`config.mk`:
```
export PLATFORM = sky130hd
export DESIGN_NAME = psw_unit
export DESIGN_NICKNAME = d
export VERILOG_FILES = /design/src/rtl/psw_pkg.sv /design/src/rtl/psw_cond_calc.sv /design/src/rtl/psw_cond_reg.sv /design/src/rtl/psw_ctrl_flags.sv /design/src/rtl/psw_unit.sv
export SDC_FILE = /design/constraint.sdc
export NUM_CORES = 1
export LEC_CHECK = 0
export BUFFER_PORTS_ARGS = -buffer_cell sky130_fd_sc_hd__buf_2
export CAP_MARGIN = 20
export CORE_ASPECT_RATIO = 0.9
export CORE_MARGIN = 8
export CORE_UTILIZATION = 31
export DETAILED_ROUTE_END_ITERATION = 6
export PLACE_DENSITY = 0.9
export REMOVE_ABC_BUFFERS = 1
export SYNTH_ARGS = -nofsm -noshare
export SYNTH_HDL_FRONTEND = slang
export SYNTH_SLANG_ARGS = --single-unit
```
`constraint.sdc`:
```
create_clock -name clk_i -period 2.6 [get_ports clk_i]
set_input_delay 0.13 -clock clk_i [delete_from_list [all_inputs] [get_ports clk_i]]
set_output_delay 0.13 -clock clk_i [all_outputs]
set_load 0.02 [all_outputs]
```
`src/rtl/psw_pkg.sv`:
```
package psw_pkg;
  localparam int PSW_W  = 16;
  localparam int BYTE_W = 8;

  localparam int C_POS = 0;
  localparam int P_POS = 2;
  localparam int A_POS = 4;
  localparam int Z_POS = 6;
  localparam int S_POS = 7;
  localparam int T_POS = 8;
  localparam int I_POS = 9;
  localparam int D_POS = 10;
  localparam int O_POS = 11;

  localparam logic [PSW_W-1:0] IMPL_MASK =
      PSW_W'((1 << C_POS) | (1 << P_POS) | (1 << A_POS) | (1 << Z_POS) |
             (1 << S_POS) | (1 << T_POS) | (1 << I_POS) | (1 << D_POS) |
             (1 << O_POS));

  typedef enum logic [1:0] {
    OPC_NONE  = 2'd0,
    OPC_ADD   = 2'd1,
    OPC_SUB   = 2'd2,
    OPC_LOGIC = 2'd3
  } op_cls_e;

  typedef struct packed {
    logic o;
    logic s;
    logic z;
    logic a;
    logic p;
    logic c;
  } cond_t;
endpackage

```
`src/rtl/psw_cond_calc.sv`:
```
module psw_cond_calc
  import psw_pkg::*;
#(
  parameter int DATA_W   = 16,
  parameter int NARROW_W = 8,
  parameter int NIB_BIT  = 4
) (
  input  logic [DATA_W-1:0] opa_i,
  input  logic [DATA_W-1:0] opb_i,
  input  logic [DATA_W-1:0] res_i,
  input  logic              co_i,
  input  op_cls_e           op_i,
  input  logic              wide_i,
  output cond_t             cond_o,
  output logic              upd_o
);
  localparam int WIDE_MSB   = DATA_W - 1;
  localparam int NARROW_MSB = NARROW_W - 1;

  logic a_msb, b_msb, r_msb;
  logic is_arith, is_sub;
  logic zero_w, zero_n;
  logic [DATA_W-1:0] half_sum;

  assign a_msb    = wide_i ? opa_i[WIDE_MSB] : opa_i[NARROW_MSB];
  assign b_msb    = wide_i ? opb_i[WIDE_MSB] : opb_i[NARROW_MSB];
  assign r_msb    = wide_i ? res_i[WIDE_MSB] : res_i[NARROW_MSB];
  assign zero_w   = (res_i == '0);
  assign zero_n   = (res_i[NARROW_W-1:0] == '0);
  assign half_sum = opa_i ^ opb_i ^ res_i;
  assign is_arith = (op_i == OPC_ADD) || (op_i == OPC_SUB);
  assign is_sub   = (op_i == OPC_SUB);
  assign upd_o    = (op_i != OPC_NONE);

  always_comb begin
    cond_o   = '0;
    cond_o.z = wide_i ? zero_w : zero_n;
    cond_o.s = r_msb;
    cond_o.p = ~^res_i[NARROW_W-1:0];
    if (is_arith) begin
      cond_o.c = co_i;
      cond_o.a = half_sum[NIB_BIT];
      // subtract flips the sign condition on b
      cond_o.o = ((a_msb ^ b_msb) == is_sub) && (r_msb != a_msb);
    end
  end

  logic unused_calc;
  assign unused_calc = ^half_sum;
endmodule

```
`src/rtl/psw_cond_reg.sv`:
```
module psw_cond_reg
  import psw_pkg::*;
(
  input  logic  clk_i,
  input  logic  rst_ni,
  input  logic  wr_en_i,
  input  cond_t wr_cond_i,
  input  logic  upd_i,
  input  cond_t calc_i,
  output cond_t cond_o
);
  cond_t cond_q;

  always_ff @(posedge clk_i or negedge rst_ni) begin
    if (!rst_ni)      cond_q <= '0;
    else if (wr_en_i) cond_q <= wr_cond_i;
    else if (upd_i)   cond_q <= calc_i;
  end

  assign cond_o = cond_q;

  AST_COND_HOLD: assert property (@(posedge clk_i) disable iff (!rst_ni)
    (!wr_en_i && !upd_i) |=> $stable(cond_o));
  AST_COND_WR: assert property (@(posedge clk_i) disable iff (!rst_ni)
    wr_en_i |=> (cond_o == $past(wr_cond_i)));
endmodule

```
`src/rtl/psw_ctrl_flags.sv`:
```
module psw_ctrl_flags (
  input  logic clk_i,
  input  logic rst_ni,
  input  logic wr_en_i,
  input  logic wr_tf_i,
  input  logic wr_if_i,
  input  logic wr_df_i,
  input  logic take_i,
  input  logic ret_i,
  input  logic pop_tf_i,
  input  logic pop_if_i,
  input  logic ie_set_i,
  input  logic ie_clr_i,
  input  logic dir_set_i,
  input  logic dir_clr_i,
  output logic tf_o,
  output logic if_o,
  output logic df_o
);
  logic tf_q, if_q, df_q;
  logic tf_d, if_d, df_d;

  always_comb begin
    tf_d = tf_q;
    if_d = if_q;
    df_d = df_q;
    if (wr_en_i) begin
      tf_d = wr_tf_i;
      if_d = wr_if_i;
      df_d = wr_df_i;
    end else begin
      if (ret_i) begin
        tf_d = pop_tf_i;
        if_d = pop_if_i;
      end else if (take_i) begin
        tf_d = 1'b0;
        if_d = 1'b0;
      end else if (ie_clr_i) begin
        if_d = 1'b0;
      end else if (ie_set_i) begin
        if_d = 1'b1;
      end
      if (dir_clr_i)      df_d = 1'b0;
      else if (dir_set_i) df_d = 1'b1;
    end
  end

  always_ff @(posedge clk_i or negedge rst_ni) begin
    if (!rst_ni) begin
      tf_q <= 1'b0;
      if_q <= 1'b0;
      df_q <= 1'b0;
    end else begin
      tf_q <= tf_d;
      if_q <= if_d;
      df_q <= df_d;
    end
  end

  assign tf_o = tf_q;
  assign if_o = if_q;
  assign df_o = df_q;

  AST_TAKE_CLEARS: assert property (@(posedge clk_i) disable iff (!rst_ni)
    (take_i && !ret_i && !wr_en_i) |=> (!tf_o && !if_o));
  AST_RET_RESTORES: assert property (@(posedge clk_i) disable iff (!rst_ni)
    (ret_i && !wr_en_i) |=> (tf_o == $past(pop_tf_i) && if_o == $past(pop_if_i)));
  AST_IE_CLR_WINS: assert property (@(posedge clk_i) disable iff (!rst_ni)
    (ie_clr_i && !wr_en_i && !ret_i) |=> !if_o);
  AST_DIR_CLR_WINS: assert property (@(posedge clk_i) disable iff (!rst_ni)
    (dir_clr_i && !wr_en_i) |=> !df_o);
  AST_TF_HOLD: assert property (@(posedge clk_i) disable iff (!rst_ni)
    (!wr_en_i && !ret_i && !take_i) |=> $stable(tf_o));
endmodule

```
`src/rtl/psw_unit.sv`:
```
module psw_unit
  import psw_pkg::*;
(
  input  logic        clk_i,
  input  logic        rst_ni,
  input  logic [15:0] opa_i,
  input  logic [15:0] opb_i,
  input  logic [15:0] alu_res_i,
  input  logic        alu_co_i,
  input  logic [1:0]  op_cls_i,
  input  logic        word_i,
  input  logic        ie_set_i,
  input  logic        ie_clr_i,
  input  logic        dir_set_i,
  input  logic        dir_clr_i,
  input  logic        irq_take_i,
  input  logic        irq_ret_i,
  input  logic [15:0] pop_word_i,
  input  logic        wr_en_i,
  input  logic [15:0] wr_word_i,
  output logic [15:0] psw_o
);
  op_cls_e op_cls;
  cond_t   calc_cond, wr_cond, cond_q;
  logic    calc_upd;
  logic    tf, ie, df;

  assign op_cls = op_cls_e'(op_cls_i);

  psw_cond_calc #(
    .DATA_W  (PSW_W),
    .NARROW_W(BYTE_W),
    .NIB_BIT (4)
  ) u_calc (
    .opa_i (opa_i),
    .opb_i (opb_i),
    .res_i (alu_res_i),
    .co_i  (alu_co_i),
    .op_i  (op_cls),
    .wide_i(word_i),
    .cond_o(calc_cond),
    .upd_o (calc_upd)
  );

  always_comb begin
    wr_cond   = '0;
    wr_cond.c = wr_word_i[C_POS];
    wr_cond.p = wr_word_i[P_POS];
    wr_cond.a = wr_word_i[A_POS];
    wr_cond.z = wr_word_i[Z_POS];
    wr_cond.s = wr_word_i[S_POS];
    wr_cond.o = wr_word_i[O_POS];
  end

  psw_cond_reg u_cond (
    .clk_i    (clk_i),
    .rst_ni   (rst_ni),
    .wr_en_i  (wr_en_i),
    .wr_cond_i(wr_cond),
    .upd_i    (calc_upd),
    .calc_i   (calc_cond),
    .cond_o   (cond_q)
  );

  psw_ctrl_flags u_ctrl (
    .clk_i    (clk_i),
    .rst_ni   (rst_ni),
    .wr_en_i  (wr_en_i),
    .wr_tf_i  (wr_word_i[T_POS]),
    .wr_if_i  (wr_word_i[I_POS]),
    .wr_df_i  (wr_word_i[D_POS]),
    .take_i   (irq_take_i),
    .ret_i    (irq_ret_i),
    .pop_tf_i (pop_word_i[T_POS]),
    .pop_if_i (pop_word_i[I_POS]),
    .ie_set_i (ie_set_i),
    .ie_clr_i (ie_clr_i),
    .dir_set_i(dir_set_i),
    .dir_clr_i(dir_clr_i),
    .tf_o     (tf),
    .if_o     (ie),
    .df_o     (df)
  );

  always_comb begin
    psw_o        = '0;
    psw_o[C_POS] = cond_q.c;
    psw_o[P_POS] = cond_q.p;
    psw_o[A_POS] = cond_q.a;
    psw_o[Z_POS] = cond_q.z;
    psw_o[S_POS] = cond_q.s;
    psw_o[O_POS] = cond_q.o;
    psw_o[T_POS] = tf;
    psw_o[I_POS] = ie;
    psw_o[D_POS] = df;
  end

  logic unused_top;
  assign unused_top = ^{pop_word_i & ~PSW_W'((1 << T_POS) | (1 << I_POS)),
                        wr_word_i & ~IMPL_MASK};

  AST_UNUSED_ZERO: assert property (@(posedge clk_i) disable iff (!rst_ni)
    ((psw_o & ~IMPL_MASK) == '0));
  AST_LOAD_ALL: assert property (@(posedge clk_i) disable iff (!rst_ni)
    wr_en_i |=> (psw_o == ($past(wr_word_i) & IMPL_MASK)));
  AST_LOGIC_CLEARS: assert property (@(posedge clk_i) disable iff (!rst_ni)
    (op_cls_i == 2'd3 && !wr_en_i) |=> (!psw_o[C_POS] && !psw_o[O_POS] && !psw_o[A_POS]));
endmodule

```
==> metrics.yaml, run 1 <==
grt:
  grt_use_met2: 0.181
  grt_overflow: 0
  antenna_found_initial: 0
  globalRouteMet3Util: 0.0520
  grt_busiest_layer: "met2"
  grt_pass1_wl_mm: 3.11
  grt_usage: 0.0975
  grt_pass1_vias: 780
  grt_max_degree: 18
  met1_usage: 0.0951
critical_path:
  cp-start-kind: "input port"
  crit_buf_inv: 2
  r2r_end: "u_ctrl.if_o$_DFFE_PN0P_"
  cp_slowest_cell: "or4_1"
  reg2reg_from: "u_ctrl.if_o$_DFFE_PN0P_"
  path_max_fanout: 8
  critPathTopFamily: "simple AND/OR/NAND/NOR gates"
  critical_path.max_stage_delay_ps: 520
  reg2reg_slack_ps: 1680
  crit_end: "u_cond.cond_o[5]$_DFFE_PN0P_"
  worstSetupPathType: "input port to register"
  critPathRequiredTime_ps: 2790
  end_kind: "register"
  path_depth: 7
  reg2regPathDepth: 4
  startpoint: "op_cls_i[0]"
  worstPathCellList: "buf_2, inv_1, ha_1, nor2_1, nand2_1, or4_1, nand3_1"
  cp.arrival_ps: 1360
floorplanning:
  core-area_um2: 2200
  ios: 109
  die_w_um: 67.0
  fp.dieH_um: 61.9
  die_area_um2: 4150
  start_util: 0.330
  placementRows: 16
synthesis:
  yosys-top-cells-area: "dfrtp_1, buf_4, ha_1"
  ys_async_sr_fraction: 1.00
  synth-seq-cells: 9
  ys_seq_area_frac: 0.310
  synth_top_area_frac: 0.310
  synth_top_area_cell: "dfrtp_1"
  ys_types: 25
  synth_edf_count: 0
  postSynthCellCount: 87
  synth.most_common_cell: "inv_1"
  synth_ff_type: "dfrtp_1"
  yosys_warnings: 0
  synth_area_um2: 727
  synth.avg_cell_area_um2: 8.36
  synth_common_cells: "inv_1, buf_4, dfrtp_1, nand2_1"
cts:
  cts_setup_buffers: 0
  cts_tree: "yes"
  cts_max_level: 1
  clkTransAtPathRegs_ps: 60
  clockBufferDepth: 2
  cts_root_buffer: "clkbuf_4"
  clock-sinks: 9
  insertion_delay_ps: 260
  cts_made_buffers: 3
power_and_ir_drop:
  seqPwrFrac: 0.388
  p_clk_frac: 0.260
  power.density_nw_per_um2: 413
  intPower_w: 0.000280
  finalPower_w: 0.000414
  combPwrFrac: 0.352
  p_switching_w: 0.000134
  swShare: 0.323
  leakagePower_nw: 0.571
  ir_drop_v: 0.000275
sta:
  rsz0062_at_grt: "no"
  period_share: 0.448
  final.min_clock_period_ps: 1160
  max_freq_mhz: 859
  slew_violations: 0
  finalHoldViolCount: 0
  fin_skew_ps: 0
  setup_viol_count_final: 0
  tns_ps: 0
layout:
  regArea_um2: 225
  final_cells: 166
  areaGrowthSynthToFinish_pct: 38.0
  fin_nets: 239
  antennaDiodeCount: 0
  fillers: 250
  drive_above_1_share: 0.417
  multi_input_area_um2: 397
routing:
  drtPass1Iterations: 3
  vias: 725
  drc: 0
  wl_mm: 1.95
  detail_route.wl_per_cell_um: 11.7
  final_antenna_net_count: 0
  vias_per_cell: 4.37
  drt_iter0_drc: 9
status:
  outcome: "finished clean"
placed_design:
  post-dp-hpwl_mm: 1.75
  gp_congestion: 0.716
  portBuffers: 54
  dp.cells: 161
hold_path:
  hp-class: "input port to register"
run:
  maxCapViolations: 0
-- logic make-up after synthesis --
| logic type | count (synthesis) | synth area share |
|---|---|---|
| other | 1 | 0.00516 |
| adders and majority gates | 6 | 0.103 |
| xor gates and xnor gates | 6 | 0.0723 |
| muxes | 4 | 0.0568 |
| AOI/OAI and AO/OA | 15 | 0.133 |
| buffers and inverters | 24 | 0.176 |
| DFF | 9 | 0.310 |
| and+or+nand+nor | 22 | 0.145 |
-- power by group through the flow --
stage / registers (W) / logic, W / clock network [W]
final: 0.000161 / 0.000146 / 0.000108
after global routing: 0.000163 / 0.000164 / 0.000122
after CTS: 0.000161 / 0.000148 / 0.000116
after detailed placement: 0.000164 / 0.000146 / 0
after global placement: 0.000163 / 0.000145 / 0
after floorplan: 0.000183 / 0.0000625 / 0
-- per-layer routing --
layer  vias up  wire [um]
met5         -          0
met4         0          8
met3         2        166
met2        28       1050
met1       312        725
li1        383          -
-- through the flow --
stage                     hold WS, ps  instance area [um^2]  worst slack [ps]   util
after floorplan                  -166                   663              1360      -
after global placement           1.87                   967              1190  0.439
after detailed placement        -2.51                   967              1160  0.439
after CTS                        32.1                  1000              1440  0.456
after global routing             38.8                  1000              1360  0.456
final                            43.0                  1000              1440  0.456
-- placed cells by master (no fill, tap or decap), drive strengths merged, types with 2 or more instances in the layout --
cell,n
buf,54
inv,11
nand2,9
dfrtp,9
conb,7
o21ai,6
ha,6
nor2,5
xnor2,4
clkbuf,4
a22oi,3
mux2i,3
nor4,3
xor2,2
a21oi,2
-- layout make-up --
class | instances | area share
clock buffer | 4 | 0.0262
timing repair buffer | 55 | 0.279
tap | 27 | 0.0337
sequential | 9 | 0.224
inverter | 11 | 0.0411
multi-input combinational | 60 | 0.395
-- state kept, by name (all words and copies together), names as in the netlist --
register       cells
u_ctrl.if_o        1
u_ctrl.df_o        1
u_ctrl.tf_o        1
u_cond.cond_o      6
-- how the worst min path moves through the flow --
stage	from	endpoint	slack, ps	cells past startpoint
after floorplan	rst_ni	u_cond.cond_o[0]$_DFFE_PN0P_	-170	0
after global placement	rst_ni	u_cond.cond_o[3]$_DFFE_PN0P_	2	1
after detailed placement	rst_ni	u_ctrl.if_o$_DFFE_PN0P_	-3	1
after CTS	dir_clr_i	u_ctrl.df_o$_DFFE_PN0P_	30	2
after global routing	dir_clr_i	u_ctrl.df_o$_DFFE_PN0P_	40	2
final	dir_clr_i	u_ctrl.df_o$_DFFE_PN0P_	40	2
-- repair_timing --
item                                    CTS  global route
hold buffers                              1             0
endpoints found under the setup margin    0             0
hold endpoints to repair                  9             0
resized for setup                         0             0
Power figures use the tool's default switching activity.
==> run 2: changes to the inputs <==
- CORE_UTILIZATION: 31 -> 29
- PLACE_DENSITY: 0.9 -> 0.86
- clock period: 2.6 -> 1.1 ns (I/O delays scaled with it)
==> run 2 against run 1 <==
Compared with the run above: register-to-register slack worse by 1500 ps; critical path depth stayed put; wire length is 8.1% higher; combinational power grew to 2.5 times the previous value; sequential share of layout area is 1.4 points lower; critical endpoint is now u_cond.cond_o[1]$_DFFE_PN0P_.
==> metrics.yaml, run 2 (synthesis results as in run 1) <==
sta:
  setup_viol_count_final: 0  # unchanged
  slew_violations: 0  # unchanged
  finalHoldViolCount: 0  # unchanged
  rsz0062_at_grt: "no"
  setup_ws_ps: 81.2  # -1350 ps
  period_share: 0.926
  max_freq_mhz: 982
  final.min_clock_period_ps: 1020
  fin_skew_ps: 0  # unchanged
cts:
  cts_made_buffers: 3  # unchanged
  cts_max_level: 1  # unchanged
  clkTransAtPathRegs_ps: 60  # about the same
  cts_root_buffer: "clkbuf_4"
  insertion_delay_ps: 250  # about the same
  cts_tree: "yes"
  clockBufferDepth: 2  # unchanged
  clock-sinks: 9  # unchanged
layout:
  fin_nets: 247  # +3.3%
  final_cell_mix: "buf_2, inv_1, nand2_1, dfrtp_1, conb_1"
  fillers: 261  # +4.4%
  largest_reg_flops: 6  # unchanged
  antennaDiodeCount: 0  # unchanged
  final_common_cell: "buf_2"
  areaGrowthSynthToFinish_pct: 47.2
  regArea_um2: 225  # unchanged
  multi_input_area_um2: 397  # unchanged
  drive_above_1_share: 0.435  # +0.0181
critical_path:
  cp-start-kind: "input port"
  cp_slowest_cell: "ha_1"
  critPathRequiredTime_ps: 1240  # -1550 ps
  worstPathCellList: "buf_2, inv_1, ha_1, xor2_1, xnor2_1, o21ai_0, mux2_2"
  worstSetupPathType: "input port to register"
  path_max_fanout: 1  # -7
  cp.arrival_ps: 1160  # -200 ps
  end_kind: "register"
  critical_path.max_stage_delay_ps: 300  # -220 ps
routing:
  drt_iter0_drc: 27  # +18
  dr_wl_met3_um: 197  # +19%
  wl_mm: 2.10  # +8.1%
  drc: 0  # unchanged
  drtPass1Iterations: 2  # -1
  final_antenna_net_count: 0  # unchanged
  wl_met2_mm: 1.20  # +15%
  vias_per_cell: 4.30  # -1.5%
  detail_route.wl_per_cell_um: 12.0  # +2.5%
  wl_met1_um: 702  # -3.2%
  top_layer: "met3"
  vias: 753  # +3.9%
power_and_ir_drop:
  power.density_nw_per_um2: 940  # +130%
  ir_drop_v: 0.000472  # +72%
  leakagePower_nw: 0.608  # +6.6%
  finalPower_w: 0.00101  # +140%
  seqPwrFrac: 0.379  # -0.009
  p_switching_w: 0.000324  # +140%
  intPower_w: 0.000682  # +140%
  p_clk_frac: 0.252  # -0.008
  swShare: 0.322  # -0.000937
  combPwrFrac: 0.369  # +0.017
hold_path:
  hp-class: "input port to register"
floorplanning:
  die_area_um2: 4370  # +5.2%
  placementRows: 17  # +1
  fp.dieH_um: 63.5  # +2.5%
  ios: 109  # unchanged
  die_w_um: 68.8  # +2.6%
  core-area_um2: 2420  # +10%
  start_util: 0.300  # -0.0303
status:
  outcome: "finished clean"
run:
  maxCapViolations: 0  # unchanged
grt:
  antenna_found_initial: 0  # unchanged
  grt_max_degree: 17  # -1
  grt_overflow: 0  # unchanged
  grt_pass1_wl_mm: 3.32  # +6.7%
  grt_pass1_vias: 751  # -3.7%
  grt_usage: 0.0966  # -0.000845
placed_design:
  place_ws_ps: -189  # -1350 ps
  post-dp-hpwl_mm: 1.85  # +5.9%
  portBuffers: 54  # unchanged
  gp_congestion: 0.727  # +1.5%
==> run 2: changes by cell type in the layout (fill, tap and decap cells not counted) <==
cell	delta
buf_4	+6
dlygate4sd3_1	+2
==> run 2: critical path, delay by kind of cell <==
kind	cells	cell delay, ps
compound gates	1	90
xor+xnor	2	360
fa+ha+maj	1	300
buf+inv	2	100
mux	1	260
==> run 2: cell type report <==
cell class                 count  area share
clock buffer                   4      0.0246
inverter                      11      0.0386
multi-input combinational     60       0.371
sequential                     9       0.211
tap                           28      0.0327
timing repair buffer          63       0.323
==> run 2: metal layers <==
metal  GRT usage  vias up
met2       0.178       15
li1            -      404
met1      0.0889      334
met5           0        -
met3      0.0565        0
met4      0.0150        0
==> run 2: worst paths after layout <==
| check | from | end | slack (ps) | cells past startpoint |
|---|---|---|---|---|
| max reg2reg | u_ctrl.if_o$_DFFE_PN0P_ | u_ctrl.if_o$_DFFE_PN0P_ | 200 | 4 |
| max in group asynchronous | rst_ni | u_cond.cond_o[0]$_DFFE_PN0P_ | 740 | 2 |
| max | alu_res_i[6] | u_cond.cond_o[1]$_DFFE_PN0P_ | 80 | 7 |
| min in group asynchronous | rst_ni | u_ctrl.df_o$_DFFE_PN0P_ | 180 | 2 |
| min | wr_word_i[7] | u_cond.cond_o[4]$_DFFE_PN0P_ | 8 | 3 |
| min reg2reg | u_cond.cond_o[3]$_DFFE_PN0P_ | u_cond.cond_o[3]$_DFFE_PN0P_ | 510 | 1 |
==> run 2: repair_timing <==
| item | in CTS | in global routing |
|---|---|---|
| hold endpoints to repair | 10 | 0 |
| endpoints found under the setup margin | 0 | 0 |
| buffers inserted | 0 | 0 |
| hold buffers | 3 | 0 |
| resized for setup | 0 | 0 |
==> run 2: metrics by stage <==
stage / setup TNS (ps) / hold WS [ps] / utilization / area [um^2] / cells
6_report: 0 / 8.43 / 0.441 / 1070 / 175
5_1_grt: 0 / 3.64 / 0.441 / 1070 / 175
4_1_cts: 0 / 6.92 / 0.441 / 1070 / 175
3_5_place_dp: -408 / -81.5 / 0.418 / 1010 / 168
3_3_place_gp: -282 / -82.3 / 0.418 / 1010 / 168
2_1_floorplan: -80.8 / -241 / - / 663 / 80
==> run 2: power by group through the flow <==
stage	clock network [W]	registers, W	logic [W]
global route	0.000277	0.000386	0.000412
floorplan	0	0.000432	0.000148
CTS	0.000259	0.000381	0.000377
finish	0.000253	0.000381	0.000371
global placement	0	0.000386	0.000359
detailed placement	0	0.000387	0.000367
